**config.mk**
```make
export PLATFORM = sky130hd
export DESIGN_NAME = flash_seq
export DESIGN_NICKNAME = d
export VERILOG_FILES = /design/src/rtl/flash_seq_pkg.sv /design/src/rtl/flash_seq_timer.sv /design/src/rtl/flash_seq_idchk.sv /design/src/rtl/flash_seq.sv
export SDC_FILE = /design/constraint.sdc
export NUM_CORES = 1
export LEC_CHECK = 0
export ABC_AREA = 1
export BUFFER_PORTS_ARGS = -buffer_cell sky130_fd_sc_hd__buf_4
export CAP_MARGIN = 30
export CORE_ASPECT_RATIO = 0.5
export CORE_MARGIN = 10
export CORE_UTILIZATION = 45
export CTS_CLUSTER_DIAMETER = 60
export DETAILED_ROUTE_END_ITERATION = 10
export GPL_TIMING_DRIVEN = 0
export PLACE_DENSITY = 0.75
export SYNTH_ARGS = -nofsm -noshare
export SYNTH_HDL_FRONTEND = slang
export SYNTH_SLANG_ARGS = --single-unit
```
**constraint.sdc**
```tcl
create_clock -name clk -period 1.8 [get_ports clk]
set_input_delay 0.36 -clock clk [delete_from_list [all_inputs] [get_ports clk]]
set_output_delay 0.36 -clock clk [all_outputs]
set_load 0.01 [all_outputs]
```
**src/rtl/flash_seq_pkg.sv**
```systemverilog
package flash_seq_pkg;

  typedef enum logic [4:0] {
    ST_IDLE, ST_PRST, ST_PSET1, ST_PID, ST_PSET2, ST_PRD0, ST_PRD1, ST_PCAP,
    ST_PEXIT, ST_ECLR, ST_EERS, ST_ECNF, ST_WCMD, ST_WRD, ST_WCAP, ST_WFIN,
    ST_VRD, ST_VCAP, ST_GCMD, ST_GDAT
  } seq_state_t;

  typedef enum logic [2:0] {
    RES_OK      = 3'd0,
    RES_IDMIS   = 3'd1,
    RES_VERIFY  = 3'd2,
    RES_ERSTAT  = 3'd3,
    RES_PGSTAT  = 3'd4,
    RES_TIMEOUT = 3'd5
  } seq_result_t;

  localparam logic [7:0] OP_ARRAY   = 8'hFF;
  localparam logic [7:0] OP_IDENT   = 8'h90;
  localparam logic [7:0] OP_STATUS  = 8'h70;
  localparam logic [7:0] OP_CLRSTAT = 8'h50;
  localparam logic [7:0] OP_ERASE   = 8'h20;
  localparam logic [7:0] OP_CONFIRM = 8'hD0;
  localparam logic [7:0] OP_PROGRAM = 8'h40;

  localparam int RDY_BIT = 7;
  localparam int EER_BIT = 5;
  localparam int PER_BIT = 4;

endpackage

```
**src/rtl/flash_seq_timer.sv**
```systemverilog
module flash_seq_timer #(
  parameter int W = 16
) (
  input  logic         clk,
  input  logic         rst_n,
  input  logic         load,
  input  logic         dec,
  input  logic [W-1:0] load_val,
  output logic         zero,
  output logic         last
);
  logic [W-1:0] cnt_q, cnt_d;
  logic         cnt_en;

  assign cnt_en = load | dec;

  always_comb begin
    cnt_d = cnt_q;
    if (load)
      cnt_d = load_val;
    else if (dec && cnt_q != '0)
      cnt_d = cnt_q - 1'b1;
  end

  always_ff @(posedge clk or negedge rst_n) begin
    if (!rst_n)
      cnt_q <= '0;
    else if (cnt_en)
      cnt_q <= cnt_d;
  end

  assign zero = (cnt_q == '0);
  assign last = (cnt_q[W-1:1] == '0);
endmodule

```
**src/rtl/flash_seq_idchk.sv**
```systemverilog
module flash_seq_idchk (
  input  logic [7:0] id_mfr,
  input  logic [7:0] id_dev,
  input  logic [7:0] want_mfr,
  input  logic [7:0] want_dev,
  output logic       match,
  output logic       par_odd
);
  assign match   = (id_mfr == want_mfr) && (id_dev == want_dev);
  assign par_odd = ^id_mfr;
endmodule

```
**src/rtl/flash_seq.sv**
```systemverilog
module flash_seq
  import flash_seq_pkg::*;
#(
  parameter int ADDR_W = 6,
  parameter int BLK_W  = 4,
  parameter int SETTLE = 4,
  parameter int POLL_W = 16
) (
  input  logic              clk,
  input  logic              rst_n,
  input  logic              start,
  input  logic [7:0]        exp_mfr,
  input  logic [7:0]        exp_dev,
  input  logic [POLL_W-1:0] poll_limit,
  output logic              fl_we,
  output logic              fl_re,
  output logic [ADDR_W-1:0] fl_addr,
  output logic [7:0]        fl_wdata,
  input  logic [7:0]        fl_rdata,
  output logic [ADDR_W-1:0] src_addr,
  input  logic [7:0]        src_data,
  output logic              busy,
  output logic              done,
  output logic [2:0]        err_code,
  output logic [ADDR_W-1:0] err_addr,
  output logic              id_parity_warn,
  output logic [7:0]        last_status
);
  localparam logic [ADDR_W-1:0] ADDR_ONE   = ADDR_W'(1);
  localparam logic [POLL_W-1:0] SETTLE_VAL = POLL_W'(SETTLE);

  seq_state_t        state_q, state_d;
  seq_result_t       err_q, err_d;
  logic [ADDR_W-1:0] addr_q, addr_d, eaddr_q, eaddr_d;
  logic [7:0]        id0_q, id0_d, id1_q, id1_d, stat_q, stat_d;
  logic              pgm_q, pgm_d, done_q, done_d, warn_q, warn_d;
  logic              t_load, t_dec, t_zero, t_last;
  logic [POLL_W-1:0] t_val;
  logic              id_match, id_par_odd;
  logic              blk_end, dev_end;

  flash_seq_timer #(.W(POLL_W)) u_timer (
    .clk(clk), .rst_n(rst_n), .load(t_load), .dec(t_dec),
    .load_val(t_val), .zero(t_zero), .last(t_last)
  );

  flash_seq_idchk u_idchk (
    .id_mfr(id0_q), .id_dev(id1_q), .want_mfr(exp_mfr), .want_dev(exp_dev),
    .match(id_match), .par_odd(id_par_odd)
  );

  assign blk_end = (addr_q[BLK_W-1:0] == '1);
  assign dev_end = (addr_q == '1);

  always_comb begin
    state_d = state_q;  addr_d = addr_q;  eaddr_d = eaddr_q;
    id0_d   = id0_q;    id1_d  = id1_q;   stat_d  = stat_q;
    pgm_d   = pgm_q;    err_d  = err_q;   done_d  = done_q;  warn_d = warn_q;
    fl_we = 1'b0;  fl_re = 1'b0;  fl_wdata = OP_ARRAY;  fl_addr = addr_q;
    t_load = 1'b0; t_dec = 1'b0;  t_val = SETTLE_VAL;
    unique case (state_q)
      ST_IDLE: if (start) begin
        state_d = ST_PRST; addr_d = '0; err_d = RES_OK; done_d = 1'b0;
        warn_d = 1'b0; eaddr_d = '0;
      end
      ST_PRST:  begin fl_we = 1'b1; fl_addr = '0; t_load = 1'b1; state_d = ST_PSET1; end
      ST_PSET1: if (t_zero) state_d = ST_PID; else t_dec = 1'b1;
      ST_PID:   begin
        fl_we = 1'b1; fl_addr = '0; fl_wdata = OP_IDENT; t_load = 1'b1; state_d = ST_PSET2;
      end
      ST_PSET2: if (t_zero) state_d = ST_PRD0; else t_dec = 1'b1;
      ST_PRD0:  begin fl_re = 1'b1; fl_addr = '0; state_d = ST_PRD1; end
      ST_PRD1:  begin fl_re = 1'b1; fl_addr = ADDR_ONE; id0_d = fl_rdata; state_d = ST_PCAP; end
      ST_PCAP:  begin id1_d = fl_rdata; state_d = ST_PEXIT; end
      ST_PEXIT: begin
        fl_we = 1'b1; fl_addr = '0; warn_d = ~id_par_odd; addr_d = '0;
        if (!id_match) begin err_d = RES_IDMIS; state_d = ST_IDLE; end
        else state_d = ST_ECLR;
      end
      ST_ECLR: begin fl_we = 1'b1; fl_wdata = OP_CLRSTAT; state_d = ST_EERS; end
      ST_EERS: begin fl_we = 1'b1; fl_wdata = OP_ERASE;   state_d = ST_ECNF; end
      ST_ECNF: begin
        fl_we = 1'b1; fl_wdata = OP_CONFIRM; pgm_d = 1'b0; state_d = ST_WCMD;
      end
      ST_WCMD: begin
        fl_we = 1'b1; fl_wdata = OP_STATUS; t_load = 1'b1; t_val = poll_limit; state_d = ST_WRD;
      end
      ST_WRD: begin fl_re = 1'b1; state_d = ST_WCAP; end
      ST_WCAP: begin
        stat_d = fl_rdata;
        if (fl_rdata[RDY_BIT]) state_d = ST_WFIN;
        else if (t_last) begin err_d = RES_TIMEOUT; eaddr_d = addr_q; state_d = ST_IDLE; end
        else begin t_dec = 1'b1; state_d = ST_WRD; end
      end
      ST_WFIN: begin
        fl_we = 1'b1;
        if (stat_q[EER_BIT]) begin err_d = RES_ERSTAT; eaddr_d = addr_q; state_d = ST_IDLE; end
        else if (stat_q[PER_BIT]) begin err_d = RES_PGSTAT; eaddr_d = addr_q; state_d = ST_IDLE; end
        else if (!pgm_q) state_d = ST_VRD;
        else if (dev_end) begin done_d = 1'b1; state_d = ST_IDLE; end
        else begin addr_d = addr_q + ADDR_ONE; state_d = ST_GCMD; end
      end
      ST_VRD: begin fl_re = 1'b1; state_d = ST_VCAP; end
      ST_VCAP: begin
        if (fl_rdata != 8'hFF) begin err_d = RES_VERIFY; eaddr_d = addr_q; state_d = ST_IDLE; end
        else if (blk_end) begin
          addr_d  = addr_q + ADDR_ONE;
          state_d = dev_end ? ST_GCMD : ST_ECLR;
        end else begin addr_d = addr_q + ADDR_ONE; state_d = ST_VRD; end
      end
      ST_GCMD: begin fl_we = 1'b1; fl_wdata = OP_PROGRAM; state_d = ST_GDAT; end
      ST_GDAT: begin fl_we = 1'b1; fl_wdata = src_data; pgm_d = 1'b1; state_d = ST_WCMD; end
      default: state_d = ST_IDLE;
    endcase
  end

  always_ff @(posedge clk or negedge rst_n) begin
    if (!rst_n) begin
      state_q <= ST_IDLE; err_q <= RES_OK; addr_q <= '0; eaddr_q <= '0;
      id0_q <= '0; id1_q <= '0; stat_q <= '0; pgm_q <= 1'b0;
      done_q <= 1'b0; warn_q <= 1'b0;
    end else begin
      state_q <= state_d; err_q <= err_d; addr_q <= addr_d; eaddr_q <= eaddr_d;
      id0_q <= id0_d; id1_q <= id1_d; stat_q <= stat_d; pgm_q <= pgm_d;
      done_q <= done_d; warn_q <= warn_d;
    end
  end

  assign src_addr       = addr_q;
  assign busy           = (state_q != ST_IDLE);
  assign done           = done_q;
  assign err_code       = err_q;
  assign err_addr       = eaddr_q;
  assign id_parity_warn = warn_q;
  assign last_status    = stat_q;
endmodule

```
Word-level counts from Yosys, hierarchy flattened --
Cells that the tools add are included. W data, S select, Z words.
Storage, ports and cells: register bits after elaboration 63, bits in latches 0, bits in writable memories 0, bits in read-only memories 0, input port bits 51, word-level logic and storage cells 136, memories kept 0
Operators by class: add/sub/neg operators 2, multipliers 0, div/mod/pow operators 0, order comparisons 0, equality and inequality tests 38, shift-type cells 0, mux-type cells 55, bitwise operators 2, reductions and logical operators 28
Operators by type and width (count):
- $pmux W5 S19 | 1
- $mux W6 | 11
- $pmux W8 S7 | 1
- $mux W5 | 10
- $mux W16 | 3
- $pmux W6 S4 | 2
- $eq A5 B4 Y1 const B | 8
- $ne A2 B2 Y1 const B | 13
- $mux W3 | 7
- $eq A5 B3 Y1 const B | 4
- $eq A5 B5 Y1 const B | 4
- $eq A8 B8 Y1 | 2
- $logic_not A16 Y1 | 1
- $reduce_bool A16 Y1 | 1
- $sub A16 B1 Y16 const B | 1
- $logic_not A15 Y1 | 1
- $pmux W3 S5 | 1
- $reduce_and A7 Y1 | 2
- $mux W4 | 3
- $pmux W6 S2 | 1
- $reduce_and A6 Y1 | 2
- $mux W1 | 11
- $eq A5 B2 Y1 const B | 2
- $reduce_bool A5 Y1 | 2
- other kinds (20) | 31

Logic depth before layout (Yosys ltp) --
word-level depth 7, gate-level depth with buffers 11, depth with buffers taken out 11

Cells and area by module --
A second synthesis with hierarchy kept.
Unflattened totals: cells, all modules 655, area, all modules 4400.5 sq um
Modules (own cells, without submodules):
- flash_seq | instances 1, cells each 383, area each 2740.1 sq um
- flash_seq_timer | instances 1, cells each 201, area each 1307.5 sq um
- flash_seq_idchk | instances 1, cells each 71, area each 352.8 sq um

Worst setup path before layout --
Ideal clock, no wire load.
kind flip-flop to output port, from reg state_q[0], to out fl_wdata[4], data arrival time 1.519 ns, slack -0.079 ns, stages on the path, launching flop included 10, buffers on the path 0, path through dfrtp_1 > nand2_1 > nor3_1 > nand2_1 > inv_1 > nor2_1 > nand2_1 > nor2_1 > nand2_1 > nand4_1
On the way: cells in the longest elaborated chain, start to end 2
RTL lines:
- start, declared | RTL line flash_seq.sv:32 | seq_state_t state_q, state_d;
- start signal, assigned | RTL line flash_seq.sv:123 | state_q <= state_d; err_q <= err_d; addr_q <= addr_d; eaddr_q <= eaddr_d;
- $eq A5 B5 Y1 (tied with other cells) | RTL line flash_seq.sv:61 | unique case (state_q)
- $pmux W8 S7 (*) | RTL line flash_seq.sv:61
- end, declared | RTL line flash_seq.sv:18 | output logic [7:0] fl_wdata,
Every way passes the cells marked *; elsewhere a longest branch is shown, timed or not.

Worst setup path after layout --
from reg state_q[2], to out fl_wdata[6]
Same word-level chain as after synthesis.

==> results.yml <==
grt:
  grt_pass1_vias: 4125
  grt_max_degree: 64
  grt_usage: 0.174
  grt_pass1_wl_um: 19400
  antenna_found_initial: 0
  grt_overflow: 0
logic_synthesis:
  yosysSeqAreaShare: 0.389
  synth.avg_cell_area_sq_um: 6.75
  syn_nets: 654
  yosys_warnings: 0
  synth_cell_types: 36
  synthCells: 600
  synth_top_area_frac: 0.389
  yosys.area.top_type: "dfrtp_1"
  synth_area_sq_um: 4050
  ys_ff_latch: 63
  yosys-top-cells-area: "dfrtp_1 (39%), nand2_1 (21%), nor2_1 (6.8%)"
die:
  core_area_sq_um: 8740
  start_util: 0.463
  die_w_um: 154
  die_y_um: 87.1
  num_rows: 24
  ios: 93
  fp.dieArea_sq_um: 13400
cts:
  clkSlewWorstSetupHoldPaths_ps: 50
  h-tree-depth: 3
  cts_tree: "built"
  cts-root-buf: "clkbuf_16"
  cts_buffers: 9
  clock-sinks: 63
  cts_buffer_depth: 2
  clock_latency_ps: 340
route:
  postRouteWirelength_um: 12000
  ant_nets: 0
  drc: 0
  dr.pass1.iters: 5
  vias_per_cell: 5.01
  dr_total_vias: 4252
  detail_route.wl_per_cell_um: 14.2
  drtIter0Drc: 273
finish:
  final_common_cell: "nand2_1"
  layout.area.seq_sq_um: 1580
  nets: 782
  area_growth_pct: 41.5
  layout_common_cells: "nand2_1 (210), buf_4 (112), dfrtp_1 (57), nor2_1 (54), inv_1 (53)"
  fin_cells: 849
  diodes: 0
  fillers: 735
  drive_gt1_frac: 0.303
  multi_input_area_sq_um: 2440
power_and_ir_drop:
  p_int_mw: 5.23
  peakVddDrop_mv: 0.863
  pwr-share-comb: 0.546
  p_per_area_nw_per_um2: 1600
  p_switching_mw: 3.96
  swShare: 0.431
  total_leakage_power_nw: 3.00
  seq_power_share: 0.264
  p_clk_frac: 0.190
critical_path:
  r2r_start: "state_q[0]"
  critPathCapture: "fl_wdata[6]"
  path_class: "reg -> out"
  cp_max_fo: 8
  cp-end-kind: "output port"
  start_kind: "flop"
  cp.arrival_ps: 1860
  worst_r2r_path_depth: 11
  crit_path_start: "state_q[2]"
  r2r_end: "u_timer.cnt_q[12]"
  r2r_slack_ps: -40
  critPathRequiredTime_ps: 1440
placed_design:
  dp_slack_ps: -379
  numPortBuffers: 92
  dpl.cell_count: 809
  gp_congestion: 0.957
  hpwl_um: 8750
timing:
  skew_ps: 9.43
  hold_violations: 0
  max_freq_mhz: 450
  slew_violations: 0
  tightest_slew_ps: 808
  rsz0062_at_grt: "true"
  tns_ps: -5890
  min_period_ps: 2220
  setup_violations: 29
  fin_crit_sh: 1.23
  worst_slack_ps: -421
  slew_headroom: 0.461
worst_hold_path:
  hold_class: "in -> async"
run_status:
  violations: "setup timing"
  outcome: "finished with violations"
flow_run:
  drv_cap: 0
==> power by group through the flow <==
stage          Clock (mW)  Combinational (mW)  Sequential, mW
4_1_cts              1.77                4.42            2.41
2_1_floorplan           0                2.85            2.31
3_3_place_gp            0                4.01            2.37
5_1_grt              1.83                5.60            2.49
6_report             1.75                5.01            2.43
3_5_place_dp            0                4.09            2.38
==> layout make-up <==
| type | count | share of cell area |
|---|---|---|
| Buffer | 6 | 0.0105 |
| Clock buffer | 12 | 0.0448 |
| Clock inverter | 3 | 0.00743 |
| Inverter | 67 | 0.0465 |
| Multi-Input combinational cell | 462 | 0.426 |
| Sequential cell | 63 | 0.277 |
| Tap cell | 117 | 0.0256 |
| Timing Repair Buffer | 119 | 0.163 |
==> registers in the layout (all words and copies together), names as in the netlist <==
register	flops
u_timer.cnt_q	16
id0_q	8
id1_q	8
last_status	8
err_addr	6
src_addr	6
state_q	5
err_code	3
done	1
id_parity_warn	1
pgm_q	1
==> how the worst min path moves through the flow <==
| stage | startpoint | end |
|---|---|---|
| floorplan | rst_n | done |
| global placement | err_addr[2] | err_addr[2] |
| detailed placement | err_addr[3] | err_addr[3] |
| CTS | rst_n | u_timer.cnt_q[7] |
| global route | rst_n | u_timer.cnt_q[0] |
| finish | rst_n | u_timer.cnt_q[0] |
==> through the flow <==
step	total power, mW	instance area [sq um]	hold WS, ps	utilization
finish	9.19	5730	112	0.655
floorplan	5.17	4070	64.4	-
global placement	6.37	4900	464	0.561
detailed placement	6.47	4900	467	0.561
CTS	8.60	5430	149	0.621
global route	9.92	5730	181	0.655
==> kinds of logic after synthesis <==
group / after synthesis / synth area share
and+or+nand+nor: 376 / 0.397
buffers and inverters: 75 / 0.0742
DFF: 63 / 0.389
AOI/OAI and AO/OA: 62 / 0.0844
xor gates and xnor gates: 21 / 0.0454
adders and majority gates: 3 / 0.00927
==> cells in the mapped netlist (all sizes together) <==
cell type / number
o221ai: 1
o21ai: 48
clkinv: 3
nand2: 230
o311ai: 1
inv: 64
o21a: 1
nand3b: 2
clkbuf: 4
o211ai: 1
nand3: 45
dfrtp: 63
a21oi: 7
buf: 4
o2111ai: 1
nand4: 11
ha: 3
xor2: 7
or2: 2
nor2: 80
o21bai: 1
xnor2: 14
nor3b: 2
nor3: 4
o22ai: 1
==> critical path: stages, from the launching register on <==
cell     delay (ps)
dfrtp_2         450
inv_1            90
nand2_2         120
nor3_2          300
nor2_1          180
nand2_4         150
nand4_1          90
buf_4           150
==> routing by layer <==
layer / routed length (um) / vias to the layer above / track usage
li1: - / 2167 / -
met1: 5420 / 1930 / 0.216
met2: 5600 / 128 / 0.287
met3: 771 / 27 / 0.0533
met4: 253 / 0 / 0.0477
met5: 0 / - / 0
==> timing repair <==
item                                    4_1_cts  5_1_grt
endpoints found under the setup margin       61       62
gates resized for setup                      50       60
hold buffers                                  0        0
pin swaps                                    10       16
setup buffers                                12       16
(Power assumes the default switching activity.)
